File: src/rtl/echo_pkg.sv
package echo_pkg;
  typedef enum logic {
    ST_IDLE = 1'b0,
    ST_RUN  = 1'b1
  } run_state_t;
endpackage

File: src/rtl/erst_sync.sv
module erst_sync (
  input  logic clk,
  input  logic arst_n,
  output logic srst_n
);
  logic meta_q;

  always_ff @(posedge clk or negedge arst_n) begin
    if (!arst_n) begin
      meta_q <= 1'b0;
      srst_n <= 1'b0;
    end else begin
      meta_q <= 1'b1;
      srst_n <= meta_q;
    end
  end
endmodule

File: src/rtl/fine_encoder.sv
module fine_encoder #(
  parameter int TAPS   = 40,
  parameter int CODE_W = $clog2(TAPS)
) (
  input  logic [TAPS-1:0]   taps,
  output logic [CODE_W-1:0] code
);
  logic [TAPS+1:0] ext;
  logic [TAPS-1:0] filt;

  // chain entry side counts as already passed, far end as not reached
  assign ext = {1'b0, taps, 1'b1};

  for (genvar i = 0; i < TAPS; i++) begin : g_vote
    assign filt[i] = (ext[i] & ext[i+1]) | (ext[i+1] & ext[i+2]) | (ext[i] & ext[i+2]);
  end

  always_comb begin
    logic found;
    found = 1'b0;
    code  = CODE_W'(TAPS - 1);
    for (int i = 0; i < TAPS; i++) begin
      if (!found && !filt[i]) begin
        code  = CODE_W'(i);
        found = 1'b1;
      end
    end
  end
endmodule

File: src/rtl/coarse_counter.sv
module coarse_counter #(
  parameter int W = 12
) (
  input  logic         clk,
  input  logic         rst_n,
  input  logic         clr,
  input  logic         en,
  output logic [W-1:0] cnt
);
  logic [W-1:0] cnt_d;

  always_comb begin
    cnt_d = cnt;
    if (clr)     cnt_d = '0;
    else if (en) cnt_d = cnt + W'(1);
  end

  always_ff @(posedge clk or negedge rst_n) begin
    if (!rst_n)         cnt <= '0;
    else if (clr || en) cnt <= cnt_d;
  end
endmodule

File: src/rtl/echo_timer.sv
module echo_timer #(
  parameter int TAPS  = 40,
  parameter int LIMIT = 4096,
  localparam int CODE_W  = $clog2(TAPS),
  localparam int CNT_W   = $clog2(LIMIT),
  localparam int STAMP_W = $clog2(LIMIT * TAPS)
) (
  input  logic               clk,
  input  logic               rst_n,
  input  logic               start_req,
  input  logic               echo_in,
  input  logic [TAPS-1:0]    tap_vec,
  output logic               line_drive,
  output logic [STAMP_W-1:0] stamp,
  output logic               stamp_valid,
  output logic               timeout
);
  import echo_pkg::*;

  logic              srst_n;
  run_state_t        state_q, state_d;
  logic [CNT_W-1:0]  coarse;
  logic [CODE_W-1:0] fine;
  logic              launch, hit, expire, cnt_en;
  logic              line_d;
  logic [STAMP_W-1:0] stamp_d;

  erst_sync u_rst (
    .clk    (clk),
    .arst_n (rst_n),
    .srst_n (srst_n)
  );

  fine_encoder #(.TAPS(TAPS), .CODE_W(CODE_W)) u_fine (
    .taps (tap_vec),
    .code (fine)
  );

  coarse_counter #(.W(CNT_W)) u_coarse (
    .clk   (clk),
    .rst_n (srst_n),
    .clr   (launch),
    .en    (cnt_en),
    .cnt   (coarse)
  );

  // next-state logic
  always_comb begin
    launch  = (state_q == ST_IDLE) && start_req;
    hit     = (state_q == ST_RUN) && echo_in;
    expire  = (state_q == ST_RUN) && !echo_in && (coarse == CNT_W'(LIMIT - 1));
    cnt_en  = (state_q == ST_RUN) && !hit && !expire;
    state_d = state_q;
    line_d  = line_drive;
    if (launch) begin
      state_d = ST_RUN;
      line_d  = 1'b0;
    end else if (hit || expire) begin
      state_d = ST_IDLE;
      line_d  = 1'b1;
    end
    stamp_d = STAMP_W'(coarse) * STAMP_W'(TAPS) + STAMP_W'(fine);
  end

  // registers
  always_ff @(posedge clk or negedge srst_n) begin
    if (!srst_n) begin
      state_q     <= ST_IDLE;
      line_drive  <= 1'b1;
      stamp_valid <= 1'b0;
      timeout     <= 1'b0;
    end else begin
      state_q     <= state_d;
      line_drive  <= line_d;
      stamp_valid <= hit;
      timeout     <= expire;
    end
  end

  always_ff @(posedge clk or negedge srst_n) begin
    if (!srst_n)  stamp <= '0;
    else if (hit) stamp <= stamp_d;
  end
endmodule

File: config.mk
export PLATFORM = sky130hd
export DESIGN_NAME = echo_timer
export DESIGN_NICKNAME = d
export VERILOG_FILES = /design/src/rtl/echo_pkg.sv /design/src/rtl/erst_sync.sv /design/src/rtl/fine_encoder.sv /design/src/rtl/coarse_counter.sv /design/src/rtl/echo_timer.sv
export SDC_FILE = /design/constraint.sdc
export NUM_CORES = 1
export LEC_CHECK = 0
export BUFFER_PORTS_ARGS = -buffer_cell sky130_fd_sc_hd__buf_2
export CAP_MARGIN = 20
export CORE_MARGIN = 2
export CORE_UTILIZATION = 45
export DETAILED_ROUTE_END_ITERATION = 10
export GPL_TIMING_DRIVEN = 0
export PLACE_DENSITY = 0.67
export SLEW_MARGIN = 20
export SYNTH_ARGS = -nofsm -noshare
export SYNTH_HDL_FRONTEND = slang
export SYNTH_SLANG_ARGS = --single-unit
File: constraint.sdc
create_clock -name clk -period 1.29 [get_ports clk]
set_input_delay 0.0645 -clock clk [delete_from_list [all_inputs] [get_ports clk]]
set_output_delay 0.0645 -clock clk [all_outputs]
set_load 0.1 [all_outputs]
==> results of run 1 <==
-- report_power, final --
group	internal, mW	switching [mW]
clock	0.379	0.412
combinational	0.804	1.56
sequential	1.27	0.0908
-- worst max-delay path: cells and delay by family (launching register included) --
kind            cells  cell delay [ps]
flops               1              440
simple gates        3              530
compound gates      2              190
buf+inv             2              180
fa+ha+maj           3              780
xor+xnor            2              390
-- layout make-up --
cell class / count / area, µm² / area share (%)
multi-input combinational: 355 / 3100 / 55.9
timing repair buffer: 132 / 1050 / 18.9
sequential: 36 / 912 / 16.4
buffer: 16 / 229 / 4.13
tap: 99 / 124 / 2.23
clock buffer: 7 / 76.3 / 1.38
inverter: 12 / 52.6 / 0.947
clock inverter: 1 / 5.00 / 0.0902
-- metal layers --
layer	vias to the layer above	wire length, µm
met4	0	198
met3	19	420
met5	-	0
met1	1806	4670
met2	92	5300
li1	1837	-
-- state kept, by name, indices dropped and copies added (netlist names) --
name and flops:
u_rst.meta_q 1, line_drive 1, u_rst.srst_n 1, timeout 1, u_coarse.cnt 12, state_q 1
stamp 18, stamp_valid 1
-- worst max path at each step --
stage,from,slack [ps],to
after global placement,u_coarse.cnt[1],-1530,stamp[13]
after global routing,u_coarse.cnt[1],-1470,stamp[13]
after CTS,u_coarse.cnt[3],-1330,stamp[14]
after floorplan,u_coarse.cnt[3],-1310,stamp[13]
final,u_coarse.cnt[1],-1330,stamp[13]
after detailed placement,u_coarse.cnt[3],-1530,stamp[13]
-- through the flow --
stage / hold slack [ps] / cell area [µm²]
after floorplan: -231 / 3630
after global placement: -148 / 4030
after detailed placement: -144 / 4050
after CTS: 0.919 / 5090
after global routing: 32.4 / 5550
final: 28.5 / 5550
-- synthesized netlist by cell type (2+ instances only) --
cell and n:
a2111oi_0 2, a211oi_1 4, a21o_1 8, a21oi_1 28, a22o_1 2, a22oi_1 2
a311oi_1 2, a31oi_1 4, a32oi_1 5, and2_1 3, and3_1 4, and4_1 2
buf_2 5, buf_4 2, clkbuf_1 10, dfrtp_1 35, fa_1 2, ha_1 24
inv_1 11, mux2_2 3, nand2_1 50, nand2b_1 10, nand3_1 13, nand3b_1 7
nand4_1 10, nor2_1 38, nor2b_1 5, nor3_1 5, nor3b_1 6, o2111ai_1 5
o211ai_1 8, o21a_1 4, o21ai_0 23, o21ai_1 6, o221ai_1 5, o22ai_1 3
o41ai_1 2, or4_1 2, xnor2_1 15, xor2_1 15
-- logic make-up after synthesis --
family,count (synthesis)
AND/OR/NAND/NOR,166
AO/OA/AOI/OAI,127
flip-flops,36
XOR/XNOR,30
buffers and inverters,30
adder cells (fa/ha/maj),27
multiplexers,4
other,1
-- what timing repair did --
item,CTS,global route
endpoints found under the setup margin,34,33
gates resized for setup,119,72
endpoints found under the hold margin,2,0
hold buffers,1,0
setup buffers,59,23
pin swaps,62,60
==> metrics.md, run 1 <==
| Metric | Value |
|---|---|
| Max incr delay on CP | `440 ps` |
| Cell Area, Synth | `3430 µm²` |
| Rows | `31` |
| RSZ-0062 raised after global routing | `true` |
| Post-synth top flop | `dfrtp_1` |
| Hold EP | `timeout` |
| Final GP Congestion | `0.822` |
| CP startpoint kind | `flop` |
| Total die area | `8340 µm²` |
| Hold Path Cell Cnt | `2` |
| Busiest grt layer | `met2` |
| Layout Nets | `628` |
| Maxcap violations | `0` |
| Most frequent cells in the layout | `buf_4 (62), buf_2 (42), nand2_1 (39)` |
| Vias in the first global route | `3,598` |
| Simple-gate share of the synthesized area | `24.7%` |
| # IOs | `65` |
| Commonest non-fill, non-tap cell in the layout | `buf_4` |
| FF-to-FF End | `stamp[13]` |
| Synth Area in Compound Gates | `25.8%` |
| R2R depth | `12` |
| Antenna violations before repair | `0` |
| Diode count | `0` |
| Peak VDD IR | `0.738 mV` |
| Grt ovf | `0` |
| Detailed Place HPWL | `6.15 mm` |
| First drt pass iteration count | `4` |
| Area share of fa/ha/maj cells after synthesis | `10.2%` |
| Final-layout fill cell count | `472` |
| Global Route Usage Sum | `24.0%` |
| Crit Path Class | `reg -> reg` |
| Final Setup Violations | `33` |
| Skew final | `9.59 ps` |
| Critical hold path startpoint | `echo_in` |
| Worst reg-to-reg setup slack | `-1330 ps` |
| DRC | `0` |
| Met1 Track Usage GR | `32.7%` |
| Crit path capture type | `flop` |
| Post-Syn Nets | `491` |
| Seq/Total Area, Yosys | `26.3%` |
| XOR/XNOR Fraction of Synth Area | `7.66%` |
| Final period utilization | `203%` |
| Number of synthesized flops with an enable pin | `0` |
| Largest net degree at the start of global routing | `32` |
| Main area contributors after synthesis | `dfrtp_1 (26%), ha_1 (8.7%), nand2_1 (5.5%)` |
| Max-slew violations | `0` |
| Max FO, Critical Path | `4` |
| Met2 usage | `40.9%` |
| Failing checks | `setup timing` |
| Clock Path Buffers | `2` |
| Post-route insts no fill | `658` |
| Initial drt markers | `204` |
| Critical Path, Cell by Cell | `ha_4, ha_4, inv_2, fa_2, nor2b_4, o22ai_1, xnor2_2, nand3_2, buf_6, nor3_4, xor2_1, o21ai_1` |
| Hold Path Class | `in -> reg` |
| Largest family of logic cells by synthesized area | `compound AO/OA/AOI/OAI gates` |
| Worst r2r src | `u_coarse.cnt[1]` |
| Mux cell area share after synthesis | `1.28%` |
| WP data arrival | `2800 ps` |
| Die height | `91.3 µm` |
| Vias/cell | `5.71` |
| Max Clk Rate | `381 MHz` |
| Fraction of registers with async set/reset | `100%` |
| Yosys reg bits | `36` |
| Core ar. | `7330 µm²` |
| IO buf count | `55` |
| Setup_tns | `-26,140 ps` |
| Slowest-stage cell, CP | `dfrtp_2` |
| Dpl ws | `-1530 ps` |
| Crit path time final | `2620 ps` |
| Clock Root Buffer | `clkbuf_8` |
| Power Total | `4.52 mW` |
| Met3 Resource Use GR | `3.24%` |
| Share of the synthesized area in the top cell type | `25.5%` |
| CTS H-tree lvls | `2` |
| Die X | `91.3 µm` |
| Antenna Nets Post-Route | `0` |
| Required time of the critical path | `1460 ps` |
| Power Density | `814 nW/µm²` |
| Avg Inst Size Synth | `8.15 µm²` |
| Leak Pwr | `2.39 nW` |
| First-pass GRT wire length | `16.7 mm` |
| Synth warn | `0` |
| Synth Instances | `421` |
| Outcome | `complete, but fails checks` |
| Total wire length | `10.6 mm` |
| Final core occ | `75.7%` |
| Wire per inst | `16.1 µm` |
| Crit-path most repeated cell | `ha_4` |
| Worst-path clk slew | `80 ps` |
| Vias | `3,754` |
| Starting Density | `46.8%` |
| Yosys cell types | `71` |
| Clock tree from TritonCTS | `yes` |
| Area delta synth->final | `61.7%` |
| Placed Cells | `576` |
| Clock sink count | `36` |
| Yosys top cell by area | `dfrtp_1` |
| Final worst slack | `-1330 ps` |
| Final hold vios | `0` |
| Number of buffers created by CTS | `5` |
| Clock Latency Late Sink | `290 ps` |
| Ratio of cells with drive above 1 in the final layout | `48.8%` |
Note: power is estimated with default switching activity, not from simulation.
==> run 2: changes to the inputs <==
--- a/config.mk
+++ b/config.mk
@@ -12,6 +12,7 @@
 export DETAILED_ROUTE_END_ITERATION = 10
 export GPL_TIMING_DRIVEN = 0
 export PLACE_DENSITY = 0.67
+export REMOVE_ABC_BUFFERS = 1
 export SLEW_MARGIN = 20
 export SYNTH_ARGS = -nofsm -noshare
 export SYNTH_HDL_FRONTEND = slang
==> metrics.md, run 2 (synthesis gave the netlist of run 1 again) <==
| Metric | Value |
|---|---|
| Global Route Usage Sum | `23.2% (-0.79 points)` |
| Detailed Place HPWL | `6.08 mm (-1.1%)` |
| Psw | `2.11 mW (+2.3%)` |
| Final GP Congestion | `0.832 (+1.2%)` |
| Max Clk Rate | `388 MHz (+1.8%)` |
| Required time of the critical path | `1490 ps (+30 ps)` |
| Core ar. | `7330 µm² (unchanged)` |
| CTS H-tree lvls | `2 (unchanged)` |
| Final Setup Violations | `33 (unchanged)` |
| RSZ-0062 raised after global routing | `true` |
| R2R depth | `11 (-1)` |
| FF-to-FF End | `stamp[14]` |
| Rows | `31 (unchanged)` |
| Skew final | `5.18 ps (-4.41 ps)` |
| CP startpoint kind | `flop` |
| Max_slew headroom | `62.5%` |
| Worst r2r src | `u_coarse.cnt[3]` |
| Max-slew violations | `0 (unchanged)` |
| Total die area | `8340 µm² (unchanged)` |
| Max FO, Critical Path | `3 (-1)` |
| Clock sink count | `36 (unchanged)` |
| Largest net degree at the start of global routing | `29 (-9.4%)` |
| Total wire length | `11.0 mm (+3.7%)` |
| Final period utilization | `200% (-3.6 points)` |
| Worst-path clk slew | `80 ps (about the same)` |
| Biggest regs | `stamp (18), u_coarse.cnt (12)` |
| Placed Cells | `567 (-1.6%)` |
| Worst hold slack | `48.4 ps (+19.9 ps)` |
| Vias in the first global route | `3,480 (-3.3%)` |
| Setup_tns | `-25,480 ps (+658 ps)` |
| Clock group share of total power | `22.5% (+5.0 points)` |
| Layout Nets | `617 (-1.8%)` |
| Antenna violations before repair | `0 (unchanged)` |
| Storage cell area | `913 µm² (+0.14%)` |
| Outcome | `complete, but fails checks` |
| Net Sw Frac | `45.0% (-0.52 points)` |
| Final hold vios | `0 (unchanged)` |
| Starting Density | `46.8% (unchanged)` |
| Power Density | `886 nW/µm² (+8.9%)` |
| Peak VDD IR | `0.650 mV (-12%)` |
| IO buf count | `64 (+16%)` |
| Worst-Margin Slew | `560 ps` |
| Initial drt markers | `235 (+15%)` |
| Antenna Nets Post-Route | `0 (unchanged)` |
| Crit path capture type | `flop` |
| Clock tree from TritonCTS | `yes` |
| First-pass GRT wire length | `16.1 mm (-3.6%)` |
| Vias | `3,815 (+1.6%)` |
| Wire per inst | `17.0 µm (+5.5%)` |
| DRC | `0 (unchanged)` |
| # IOs | `65 (unchanged)` |
| Comb pwr share | `48.1% (-4.1 points)` |
| Crit Path Class | `reg -> reg` |
| Final worst slack | `-1290 ps (+46.7 ps)` |
| Crit path time final | `2580 ps (-46.7 ps)` |
| Grt ovf | `0 (unchanged)` |
| Clock Root Buffer | `clkbuf_8` |
| Top reg by flops | `stamp` |
| Final-layout fill cell count | `512 (+8.5%)` |
| Vias/cell | `5.90 (+3.4%)` |
| Hold Path Class | `in -> async` |
| Max reg flops | `18 (unchanged)` |
| Ratio of cells with drive above 1 in the final layout | `46.5% (-2.3 points)` |
| First drt pass iteration count | `5 (+1)` |
| Leak Pwr | `2.28 nW (-4.7%)` |
| P_int | `2.57 mW (+4.5%)` |
| Die X | `91.3 µm (unchanged)` |
| Number of buffers created by CTS | `5 (unchanged)` |
| Post-route insts no fill | `647 (-1.7%)` |
| Power Total | `4.67 mW (+3.5%)` |
| Worst reg-to-reg setup slack | `-1290 ps (+50 ps)` |
| Clock Path Buffers | `2 (unchanged)` |
| Sequential share of power | `29.4% (-0.8 points)` |
| Area delta synth->final | `53.6%` |
| Die height | `91.3 µm (unchanged)` |
| Commonest non-fill, non-tap cell in the layout | `buf_4` |
| WP data arrival | `2780 ps (-20 ps)` |
| Most frequent cells in the layout | `buf_4 (67), nand2_1 (43), buf_2 (41)` |
| Diode count | `0 (unchanged)` |
| Failing checks | `setup timing` |
| Maxcap violations | `0 (unchanged)` |
| Multi-input logic area | `2980 µm² (-3.9%)` |
| Clock Latency Late Sink | `310 ps (+20 ps)` |
## run 2: per-layer routing
| metal | vias up | track usage [%] | share of wire, % |
|---|---|---|---|
| met5 | - | 0 | 0 |
| met4 | 0 | 7.20 | 1.6 |
| met3 | 18 | 3.15 | 3.9 |
| met2 | 115 | 40.1 | 51 |
| met1 | 1865 | 30.0 | 44 |
| li1 | 1817 | - | - |
## run 2: repair_timing
action | in CTS | in global routing
buffers inserted | 52 | 28
hold buffers | 1 | 0
resized for setup | 146 | 45
hold endpoints to repair | 2 | 0
pin swaps | 41 | 39
gates cloned | 0 | 1
endpoints found under the setup margin | 35 | 33
## run 2: layout make-up
cell class	instances	share of cell area, %
clock buffers	5	1.31
clock inverters	3	0.807
inverters	12	1.14
multi-input cells	356	56.5
flip-flops and latches	36	17.3
well taps	99	2.35
repair buffers	136	20.6
## run 2: through the flow
stage                     area [µm²]  setup WS (ps)  util (%)
final                           5270          -1290      71.9
after CTS                       4910          -1270      66.9
after global placement          3790          -1850      51.7
after floorplan                 3340          -1460         -
after global routing            5270          -1430      71.9
after detailed placement        3820          -1900      52.1
## run 2: worst max path at each step
stage / start / end / slack, ps / depth (start not counted)
3_3_place_gp: tap_vec[15] / stamp[13] / -1850 / 16
3_5_place_dp: tap_vec[15] / stamp[13] / -1900 / 16
4_1_cts: u_coarse.cnt[1] / stamp[14] / -1270 / 11
6_report: u_coarse.cnt[3] / stamp[14] / -1290 / 11
5_1_grt: u_coarse.cnt[3] / stamp[14] / -1430 / 11
2_1_floorplan: u_coarse.cnt[3] / stamp[14] / -1460 / 11
## run 2: worst max-delay path, stage by stage (launching register included)
cell	delay (ps)
dfrtp_2	450
ha_4	280
ha_4	130
inv_2	40
fa_2	400
nor2b_4	160
o2111ai_1	130
nand3b_1	140
xnor2_2	140
nor4_4	340
xor2_1	190
o21ai_1	70
## run 2: power by group through the flow
stage | combinational, mW | clock (mW) | sequential (mW)
global route | 2.36 | 1.09 | 1.39
global placement | 1.62 | 0 | 1.41
detailed placement | 1.66 | 0 | 1.40
floorplan | 0.463 | 0 | 2.18
CTS | 1.98 | 1.03 | 1.37
finish | 2.25 | 1.05 | 1.37
==> run 3: changes to the inputs <==
--- a/config.mk
+++ b/config.mk
@@ -5,8 +5,8 @@
 export SDC_FILE = /design/constraint.sdc
 export NUM_CORES = 1
 export LEC_CHECK = 0
-export BUFFER_PORTS_ARGS = -buffer_cell sky130_fd_sc_hd__buf_2
-export CAP_MARGIN = 20
+export BUFFER_PORTS_ARGS = -buffer_cell sky130_fd_sc_hd__buf_4
+export CAP_MARGIN = 25
 export CORE_MARGIN = 2
 export CORE_UTILIZATION = 45
 export DETAILED_ROUTE_END_ITERATION = 10
==> metrics.md, run 3 (synthesis gave the netlist of run 1 again) <==
| Metric | Value |
|---|---|
| Slowest-stage cell, CP | `dfrtp_2` |
| Most frequent cells in the layout | `buf_4 (93), nand2_1 (42), nor2_1 (34)` |
| Crit-path most repeated cell | `ha_4` |
| Final core occ | `75.9% (+3.9 points)` |
| Grt ovf | `0 (unchanged)` |
| Final GP Congestion | `0.819 (-1.5%)` |
| Critical Path, Cell by Cell | `ha_4, ha_4, inv_2, fa_2, xnor2_2, o211ai_1, a21oi_2, nand3_2, nor4_4, nand3_1, a31oi_1` |
| Clock tree from TritonCTS | `yes` |
| Largest net degree at the start of global routing | `24 (-17%)` |
| Top reg by flops | `stamp` |
| Vias in the first global route | `3,572 (+2.6%)` |
| Diode count | `0 (unchanged)` |
| Clock sink count | `36 (unchanged)` |
| Multi-input logic area | `3150 µm² (+5.6%)` |
| Antenna Nets Post-Route | `0 (unchanged)` |
| P_int | `2.44 mW (-5.0%)` |
| Final Setup Violations | `33 (unchanged)` |
| Commonest non-fill, non-tap cell in the layout | `buf_4` |
| Worst-Margin Slew | `568 ps (+7.62 ps)` |
| Number of buffers created by CTS | `5 (unchanged)` |
| First drt pass iteration count | `6 (+1)` |
| Rows | `31 (unchanged)` |
| Peak VDD IR | `0.964 mV (+48%)` |
| Max_slew headroom | `62.0% (-0.51 points)` |
| Initial drt markers | `275 (+17%)` |
| Max-slew violations | `0 (unchanged)` |
| Sequential share of power | `30.5% (+1.1 points)` |
| Clock group share of total power | `18.1% (-4.4 points)` |
| Clock Path Buffers | `2 (unchanged)` |
| CTS H-tree lvls | `2 (unchanged)` |
| CP startpoint kind | `flop` |
| Crit Path Class | `reg -> reg` |
| Antenna violations before repair | `0 (unchanged)` |
| Worst hold slack | `31.7 ps (-16.8 ps)` |
| Final worst slack | `-1470 ps (-180 ps)` |
| Max FO, Critical Path | `3 (unchanged)` |
| Max incr delay on CP | `450 ps (about the same)` |
| Ratio of cells with drive above 1 in the final layout | `48.1% (+1.5 points)` |
| Comb pwr share | `51.4% (+3.3 points)` |
| Skew final | `8.32 ps (+3.15 ps)` |
| Total wire length | `11.8 mm (+7.0%)` |
| Starting Density | `46.8% (unchanged)` |
| Wire per inst | `18.3 µm (+7.5%)` |
| Required time of the critical path | `1510 ps (+20 ps)` |
| Buf/Inv on CP | `1 (unchanged)` |
| Detailed Place HPWL | `6.22 mm (+2.3%)` |
| Outcome | `complete, but fails checks` |
| Net Sw Frac | `46.3% (+1.3 points)` |
| Total die area | `8340 µm² (unchanged)` |
| Hold Path Class | `in -> reg` |
| WP data arrival | `2980 ps (+200 ps)` |
| Crit path time final | `2760 ps (+180 ps)` |
| Storage cell area | `916 µm² (+0.27%)` |
| Power Density | `817 nW/µm² (-7.8%)` |
| DRC | `0 (unchanged)` |
| Global Route Usage Sum | `24.2% (+0.96 points)` |
| Max reg flops | `18 (unchanged)` |
| Biggest regs | `stamp (18), u_coarse.cnt (12)` |
| # IOs | `65 (unchanged)` |
| Worst path top cell family by delay | `adder cells` |
| Vias/cell | `6.03 (+2.3%)` |
| Clock Latency Late Sink | `300 ps (about the same)` |
| Core ar. | `7330 µm² (unchanged)` |
| Leak Pwr | `2.32 nW (+2.0%)` |
| Clock Root Buffer | `clkbuf_8` |
| RSZ-0062 raised after global routing | `true` |
| Layout Nets | `614 (-0.49%)` |
| Worst-path clk slew | `80 ps (about the same)` |
| Area delta synth->final | `62.0%` |
| Vias | `3,883 (+1.8%)` |
| Die height | `91.3 µm (unchanged)` |
| Maxcap violations | `0 (unchanged)` |
| Dpl ws | `-1830 ps (+69.1 ps)` |
| Max Clk Rate | `363 MHz (-6.5%)` |
| Final-layout fill cell count | `445 (-13%)` |
| Psw | `2.10 mW (about the same)` |
| Final period utilization | `214% (+14 points)` |
| Die X | `91.3 µm (unchanged)` |
| Final hold vios | `0 (unchanged)` |
| Crit path capture type | `flop` |
| IO buf count | `64 (unchanged)` |
| Failing checks | `setup timing` |
| First-pass GRT wire length | `16.7 mm (+3.6%)` |
[run 3: repair_timing]
action	4_1_cts	5_1_grt
resized for setup	137	78
pin swaps	41	52
buffers inserted	47	23
hold buffers	1	0
gates cloned	1	0
endpoints found under the hold margin	2	0
setup endpoints to repair	34	33
[run 3: cell type report]
class / count / share of cell area [%]
timing repair buffer: 133 / 22.0
tap: 99 / 2.23
sequential: 36 / 16.5
clock inverter: 3 / 0.337
inverter: 12 / 1.12
clock buffer: 5 / 1.24
multi-input combinational: 356 / 56.6
[run 3: worst paths after layout]
path,startpoint,to,slack [ps],cells past startpoint
setup reg to reg,u_coarse.cnt[1],stamp[16],-1470,11
min in group asynchronous,rst_n,u_rst.srst_n,80,2
max in group asynchronous,u_rst.srst_n,u_coarse.cnt[6],680,1
hold / removal,echo_in,timeout,30,2
hold reg to reg,u_rst.srst_n,timeout,170,0
setup / recovery,u_coarse.cnt[1],stamp[16],-1470,11
[run 3: stage by stage]
stage               area, µm²  cells  setup TNS (ps)  total power [mW]
finish                   5560    644          -25480              4.54
global route             5560    644          -28770              4.74
CTS                      5020    624          -22110              4.35
detailed placement       3980    567          -34290              3.18
global placement         3950    566          -41230              3.14
floorplan                3340    403          -22030              2.64
[run 3: per-layer routing]
metal	vias to the layer above	wire length, µm	track usage, %	part of all wire, %
met5	-	0	0	0
met4	0	309	6.57	2.6
met3	40	664	4.15	5.6
met2	152	5880	39.9	50
met1	1884	4910	32.7	42
li1	1807	-	-	-
[run 3: worst reg2reg max path: cells and delay by family (launching register included)]
family          cells  cell delay, ps
buf+inv             1              30
xor+xnor            1             230
simple gates        3             670
fa+ha+maj           3             780
flops               1             450
compound gates      3             520
[run 3: power by group through the flow]
stage / Sequential, mW / Combinational [mW] / Clock, mW
2_1_floorplan: 2.18 / 0.463 / 0
3_5_place_dp: 1.41 / 1.77 / 0
4_1_cts: 1.37 / 2.15 / 0.834
6_report: 1.39 / 2.33 / 0.824
3_3_place_gp: 1.42 / 1.72 / 0
5_1_grt: 1.40 / 2.44 / 0.896
